File: config.mk
export PLATFORM = sky130hd
export DESIGN_NAME = adc_pif
export DESIGN_NICKNAME = d
export VERILOG_FILES = /design/src/rtl/adc_pif_pkg.sv /design/src/rtl/adc_pif_trig.sv /design/src/rtl/adc_pif_timer.sv /design/src/rtl/adc_pif_store.sv /design/src/rtl/adc_pif.sv
export SDC_FILE = /design/constraint.sdc
export NUM_CORES = 1
export LEC_CHECK = 0
export BUFFER_PORTS_ARGS = -buffer_cell sky130_fd_sc_hd__buf_2
export CORE_MARGIN = 4
export CORE_UTILIZATION = 48
export CTS_CLUSTER_DIAMETER = 40
export CTS_CLUSTER_SIZE = 14
export DETAILED_ROUTE_END_ITERATION = 6
export GPL_TIMING_DRIVEN = 1
export PLACE_DENSITY = 0.74
export SLEW_MARGIN = 40
export SYNTH_ARGS = -nofsm -noshare
export SYNTH_HDL_FRONTEND = slang
export SYNTH_HIERARCHICAL = 1
export SYNTH_SLANG_ARGS = --single-unit
File: constraint.sdc
create_clock -name clk -period 1.7 [get_ports clk]
set_clock_uncertainty 0.1 [all_clocks]
set_input_delay 0.17 -clock clk [delete_from_list [all_inputs] [get_ports clk]]
set_output_delay 0.17 -clock clk [all_outputs]
set_load 0.01 [all_outputs]
File: src/rtl/adc_pif_pkg.sv
package adc_pif_pkg;

    localparam int unsigned SMP_W    = 16;
    localparam int unsigned CONV_DEF = 20;
    localparam int unsigned ACQ_DEF  = 6;

    typedef logic [SMP_W-1:0] smp_t;

    typedef struct packed {
        logic bad;
        smp_t word;
    } result_t;

    typedef enum logic {
        PH_IDLE = 1'b0,
        PH_CONV = 1'b1
    } phase_e;

    // Convert request is the OR of the two active-low controls.
    function automatic logic conv_level(input logic cs_n, input logic rd_cvt);
        return cs_n | rd_cvt;
    endfunction

endpackage

File: src/rtl/adc_pif_trig.sv
module adc_pif_trig
    import adc_pif_pkg::*;
(
    input  logic clk,
    input  logic rst,
    input  logic cs_n,
    input  logic rd_cvt,
    input  logic fault,
    input  logic idle,
    input  logic just_done,
    output logic start
);
    logic lvl;
    logic lvl_q;

    assign lvl = conv_level(cs_n, rd_cvt);

    always_ff @(posedge clk) begin
        if (rst) lvl_q <= 1'b0;
        else     lvl_q <= lvl;
    end

    // Falling edge of the combined level, or a level already low at busy rise.
    assign start = idle & ~fault & ~lvl & (lvl_q | just_done);
endmodule

File: src/rtl/adc_pif_timer.sv
module adc_pif_timer
    import adc_pif_pkg::*;
#(
    parameter int unsigned CONV_CYC = CONV_DEF,
    parameter int unsigned ACQ_CYC  = ACQ_DEF
) (
    input  logic   clk,
    input  logic   rst,
    input  logic   fault,
    input  logic   start,
    output phase_e phase,
    output logic   complete,
    output logic   just_done,
    output logic   acq_ok
);
    localparam int unsigned CNT_W = $clog2(CONV_CYC + 1);
    localparam int unsigned ACQ_W = $clog2(ACQ_CYC + 1);

    logic [CNT_W-1:0] cnt;
    logic [ACQ_W-1:0] acq;

    assign complete = (phase == PH_CONV) && (cnt == CNT_W'(CONV_CYC - 1));
    assign acq_ok   = (acq == ACQ_W'(ACQ_CYC));

    always_ff @(posedge clk) begin
        if (rst || fault) begin
            phase     <= PH_IDLE;
            cnt       <= '0;
            acq       <= '0;
            just_done <= 1'b0;
        end else begin
            just_done <= complete;
            if (start) begin
                phase <= PH_CONV;
                cnt   <= '0;
                acq   <= '0;
            end else if (phase == PH_CONV) begin
                if (complete) begin
                    phase <= PH_IDLE;
                    acq   <= '0;
                end else begin
                    cnt <= cnt + 1'b1;
                end
            end else if (!acq_ok) begin
                acq <= acq + 1'b1;
            end
        end
    end
endmodule

File: src/rtl/adc_pif_store.sv
module adc_pif_store
    import adc_pif_pkg::*;
(
    input  logic    clk,
    input  logic    rst,
    input  logic    fault,
    input  logic    start,
    input  logic    complete,
    input  logic    acq_ok,
    input  smp_t    sample_in,
    input  logic    oe,
    output result_t bus_word
);
    result_t inflight;
    result_t held;

    always_ff @(posedge clk) begin
        if (rst || fault) begin
            inflight <= '0;
            held     <= '0;
        end else begin
            if (start) begin
                inflight.word <= sample_in;
                inflight.bad  <= ~acq_ok;
            end
            if (complete) held <= inflight;
        end
    end

    assign bus_word = oe ? held : '0;
endmodule

File: src/rtl/adc_pif.sv
module adc_pif
    import adc_pif_pkg::*;
#(
    parameter int unsigned CONV_CYC = CONV_DEF,
    parameter int unsigned ACQ_CYC  = ACQ_DEF
) (
    input  logic             clk,
    input  logic             rst,
    input  logic             cs_n,
    input  logic             rd_cvt,
    input  logic             pwr_fault,
    input  logic [SMP_W-1:0] sample_in,
    output logic             busy_n,
    output logic [SMP_W-1:0] bus_data,
    output logic             bus_oe,
    output logic             bus_bad
);
    phase_e  phase;
    logic    start, complete, just_done, acq_ok;
    result_t word;

    adc_pif_trig u_trig (
        .clk(clk), .rst(rst), .cs_n(cs_n), .rd_cvt(rd_cvt), .fault(pwr_fault),
        .idle(phase == PH_IDLE), .just_done(just_done), .start(start)
    );

    adc_pif_timer #(.CONV_CYC(CONV_CYC), .ACQ_CYC(ACQ_CYC)) u_timer (
        .clk(clk), .rst(rst), .fault(pwr_fault), .start(start),
        .phase(phase), .complete(complete), .just_done(just_done), .acq_ok(acq_ok)
    );

    assign bus_oe = ~pwr_fault & ~cs_n & rd_cvt;

    adc_pif_store u_store (
        .clk(clk), .rst(rst), .fault(pwr_fault), .start(start),
        .complete(complete), .acq_ok(acq_ok), .sample_in(sample_in),
        .oe(bus_oe), .bus_word(word)
    );

    assign busy_n   = (phase != PH_CONV);
    assign bus_data = word.word;
    assign bus_bad  = word.bad;
endmodule

=== Word-level counts from Yosys, hierarchy flattened ===
Cells that the tools add are included.

* Muxes and demuxes: 7
* Reductions and logical operators: 5
* $add $sub $neg: 2
* Bitwise gates (word level): 13
* Equality and inequality tests: 4

{| class="wikitable"
|+ Operator list
! cell !! count
|-
| 17-bit 2-to-1 mux || 1
|-
| 3-bit 2-to-1 mux || 3
|-
| 1-bit inverter || 6
|-
| 5-bit by 1-bit adder with 5-bit output, second input constant || 1
|-
| 1-bit bitwise AND || 5
|-
| 5-bit == test, second input constant || 1
|-
| 2-bit inequality test, second input constant || 2
|-
| 2-bit AND reduction || 2
|-
| 3-bit by 1-bit adder with 3-bit output, second input constant || 1
|-
| 3-bit == test, second input constant || 1
|-
| 1-bit 2-to-1 mux || 3
|-
| 1-bit OR || 2
|-
| 2-bit OR reduction || 1
|-
| 1-bit logical AND || 1
|-
| 1-bit logical OR || 1
|}

* Register bits after elaboration: 45
* Output and inout bits: 19
* Input port bits: 21

=== Longest topological paths before layout ===
* Word-level depth: 5
* Depth in mapped cells: 7
* Gate-level depth less buffers: 5

=== By module ===
Netlist, hierarchy kept.

{| class="wikitable"
|+ Modules (own cells, without submodules)
! module !! area an instance (um^2) !! cells each !! sequential area each (um^2) !! instances
|-
| adc_pif_store || 1362.6 || 129 || 680.7 || 1
|-
| adc_pif_timer || 505.5 || 56 || 200.2 || 1
|-
| adc_pif_trig || 46.3 || 5 || 20.0 || 1
|-
| adc_pif || 16.3 || 2 || 0.0 || 1
|}

=== Worst setup path after synthesis ===
No wires, ideal clock.

* Path kind: flip-flop to flip-flop
* From: register u_timer.cnt[0]
* To: register u_store/held[10] (netlist bit)
* Slack: -0.004 ns
* Arrival time: 1.490 ns
* Clock period less this slack: 1.704 ns
* Path buffers: 2
* Cell stages (with the launch flop): 8
* Cell sequence: dfxtp_1 -> ha_1 -> nand2_1 -> nor3_1 -> buf_6 -> buf_6 -> mux2i_1 -> nor2_1

* Longest elaborated chain between the ends: 2

{| class="wikitable"
|+ Ends and longest elaborated chain
! what !! line !! text
|-
| start: declaration || adc_pif_timer.sv:19 || <nowiki>logic [CNT_W-1:0] cnt;</nowiki>
|-
| start signal: assignment || adc_pif_timer.sv:42 || <nowiki>cnt <= cnt + 1'b1;</nowiki>
|-
| 5-bit == test || adc_pif_timer.sv:22 || <nowiki>assign complete = (phase == PH_CONV) && (cnt == CNT_W'(CONV_CYC - 1));</nowiki>
|-
| 1-bit logical AND || adc_pif_timer.sv:22 ||
|-
| via complete || adc_pif.sv:19 || <nowiki>logic start, complete, just_done, acq_ok;</nowiki>
|-
| end signal: assignment || adc_pif_store.sv:26 || <nowiki>if (complete) held <= inflight;</nowiki>
|-
| end: declaration || adc_pif_store.sv:15 || <nowiki>result_t held;</nowiki>
|}

The timed path passes the listed nets, and every way through them passes these cells.
A chain may end at the register's enable or synchronous reset.

=== Worst setup path in the final report ===
* From: register u_timer.cnt[0]
* To: register u_store/held[16] (netlist bit)

Same word-level chain as after synthesis.

==> flow_summary.yaml <==
synthesis:
  syn_area_um2: 1931
  synth_compound_area_share_pct: 4.990
  syn_inst: 192
  yosysUniqueCellTypes: 32
  synth_top_area_share_pct: 46.66
  synth_mux_area_share_pct: 17.63
  syn_area_per_cell_um2: 10.06
  synth_top_family_by_area: "simple AND/OR/NAND/NOR gates"
  synth_nets: 216
  synth-xor-area-share_pct: 0.9073
  synthSimpleGateAreaFrac_pct: 21.19
  synth_area_leaders: "dfxtp_1 (47%), mux2i_1 (18%), nor2_1 (7.2%)"
  yosysSeqAreaShare_pct: 46.66
  synthAdderAreaFrac_pct: 1.944
  ys_warn_count: 6
  synth-seq-cells: 45
  synth_top_area_cell: "dfxtp_1"
global_routing:
  antenna_found_initial: 0
  grt_max_degree: 35
  first_global_vias: 1400
  grt_util_all_layers_pct: 14.34
  grt_remaining_overflow: 0
  grt_pass1_wl_mm: 5.934
power_and_ir_drop:
  p_clk_share_pct: 36.1
  power.density_nw_per_um2: 772.8
  worst_ir_drop_vdd_mv: 0.4959
  seq_power_share_pct: 59.0
  intPower_w: 0.001393
  p_sw_w: 0.0004114
  combPwrFrac_pct: 4.9
  p_leak_nw: 0.8964
  swShare_pct: 22.80
worst_setup_path:
  start_kind: "flop"
  crit_arrival_ns: 1.77
  cp.required_ns: 1.78
  reg2reg_depth: 7
  timing.rr.end: "u_store/held[16]$_SDFFE_PP0P_"
  cp-end-kind: "flop"
  rr_startpoint: "u_timer/cnt[0]$_SDFFE_PP0P_"
  critPathKind: "flop to flop"
  rrSetupSlack_ns: 0.006
  cp_max_fo: 5
  crit_path_start: "u_timer/cnt[0]$_SDFFE_PP0P_"
sta:
  holdWs_ns: 0.007896
  slew_headroom_pct: 73.40
  finalSetupViolCount: 0
  max_clock_freq_mhz: 590.3
  period_minus_slack_ns: 1.694
  finalCritPeriodShare_pct: 99.65
  finalSetupTns_ns: 0
  tightest_slew_ns: 0.3936
  final_hold_viol_count: 0
  drv_slew: 0
  worst_slack_ns: 0.005903
floorplan:
  rows: 22
  die_h_um: 71.42
  coreArea_um2: 3771
  start_util_pct: 51.19
  die_x_um: 71.42
  die_area_um2: 5101
  io_pins: 40
hold_path:
  min_path_cells: 3
  hold_path_class: "input pin to flop"
  min_from: "sample_in[12]"
  hold_end: "u_store/inflight[12]$_SDFFE_PP0P_"
placement:
  dp_hpwl_mm: 2.384
  pre_cts_ws_ns: 0.07767
  gp_congestion: 0.7090
  portBuffers: 39
clock_network:
  ctsLongestPathBuffers: 2
  cts_max_level: 2
  clkLatencyLatePin_ns: 0.29
  cts_resized: 0
  clk_pin_slew_ns: 0.09
  root_buffer: "clkbuf_8"
  clock_sinks: 45
  cts_buffers: 5
  tritoncts: "done"
final_layout:
  antenna_cells: 0
  finalNetCount: 263
  area_delta_synth_final_pct: 20.93
  fin_util_pct: 61.91
  drive_above_1_share_pct: 27.08
route:
  vias: 1443
  ant_nets: 0
  viasPerCell: 5.010
  dr.pass1.iters: 4
  first_iter_violations: 85
  post-route-drc-count: 0
  routed_wl_mm: 3.742
  wl_per_cell_um: 12.99
run:
  cap_violations: 0
outcome:
  status: "finished clean"
placed cells by master, fill, tap and decap left out, types with 2 or more instances in the layout:
cell type / instances
buf_4: 7
dfxtp_1: 45
xor2_1: 2
o21ai_0: 3
buf_12: 2
and2_1: 18
nor2_2: 3
o311ai_0: 2
inv_1: 3
nor2_1: 37
clkbuf_16: 2
nand2_1: 3
ha_1: 3
a21oi_1: 7
or3_1: 2
nand4_1: 2
clkinv_4: 2
mux2i_1: 34
clkbuf_8: 5
buf_2: 39
nand2b_1: 2
through the flow:
step                power (W)  cells  instance area [um2]
finish               0.001804    288                 2335
CTS                  0.001829    284                 2253
global route         0.001887    288                 2335
detailed placement   0.001177    275                 2152
floorplan            0.001146    192                 1936
global placement     0.001176    275                 2152
metal layers:
metal / GRT usage, % / vias up / wire [um]
met5: 0 / - / 0
met4: 3.758 / 0 / 13
met3: 5.049 / 2 / 229
li1: - / 736 / -
met1: 17.59 / 669 / 1709
met2: 23.88 / 36 / 1790
logic make-up (layout without fill, tap and decap cells):
logic type      after synthesis  in the layout
compound gates               15             15
xor+xnor                      2              2
fa+ha+maj                     3              3
buf+inv                      15             63
flops                        45             45
mux                          34             34
simple gates                 78             78
synth_stat cells (all sizes together):
library cell and n:
a211oi 1, a21o 1, a21oi 7, and2 18, and4bb 1, buf 10, clkbuf 2, dfxtp 45
ha 3, inv 3, mux2i 34, nand2 3, nand2b 2, nand3 1, nand4 2, nand4bb 1
nor2 40, nor3 2, nor3b 2, nor4bb 1, o21ai 3, o311ai 2, o32ai 1, or2 2
or3 2, or3b 1, xor2 2
final cells by class:
class | instances | area [um2]
Clock inverter | 3 | 22.52
Clock buffer | 5 | 68.82
Inverter | 3 | 11.26
Fill cell | 337 | 1436
Tap cell | 48 | 60.06
Timing Repair Buffer | 52 | 359.1
Multi-Input combinational cell | 132 | 912.1
Sequential cell | 45 | 900.9
power groups by stage:
stage / clock network (W) / logic (W) / registers [W]
after CTS: 0.000675 / 0.0000894 / 0.00106
after global placement: 0 / 0.0000864 / 0.00109
after detailed placement: 0 / 0.0000873 / 0.00109
after floorplan: 0 / 0.0000576 / 0.00109
final: 0.000652 / 0.0000884 / 0.00106
after global routing: 0.000722 / 0.0000995 / 0.00107
state kept, by name (all words and copies together), names as in the netlist:
name	flops
u_timer/cnt	5
u_trig/lvl_q	1
u_timer/phase	1
u_store/held	17
u_timer/acq	3
u_timer/just_done	1
u_store/inflight	17
critical path, stage by stage, from the launching register on:
cell	delay, ns
dfxtp_1	0.37
ha_1	0.22
nand2_1	0.13
nor3_4	0.17
buf_12	0.15
clkbuf_16	0.14
mux2i_1	0.23
nor2_1	0.06
worst max path at each step:
stage / to / slack [ns] / depth (start not counted)
6_report: u_store/held[16]$_SDFFE_PP0P_ / 0.006 / 7
5_1_grt: u_store/held[16]$_SDFFE_PP0P_ / -0.10 / 7
4_1_cts: u_store/held[1]$_SDFFE_PP0P_ / 0.05 / 6
3_5_place_dp: u_store/held[1]$_SDFFE_PP0P_ / 0.08 / 6
3_3_place_gp: u_store/held[1]$_SDFFE_PP0P_ / 0.13 / 6
2_1_floorplan: u_store/held[10]$_SDFFE_PP0P_ / 0.08 / 7
what timing repair did:
action | 4_1_cts | 5_1_grt
setup buffers | 0 | 1
hold buffers | 1 | 0
endpoints found under the hold margin | 3 | 0
endpoints found under the setup margin | 0 | 10
No activity file was read; power rests on OpenSTA's default activity.
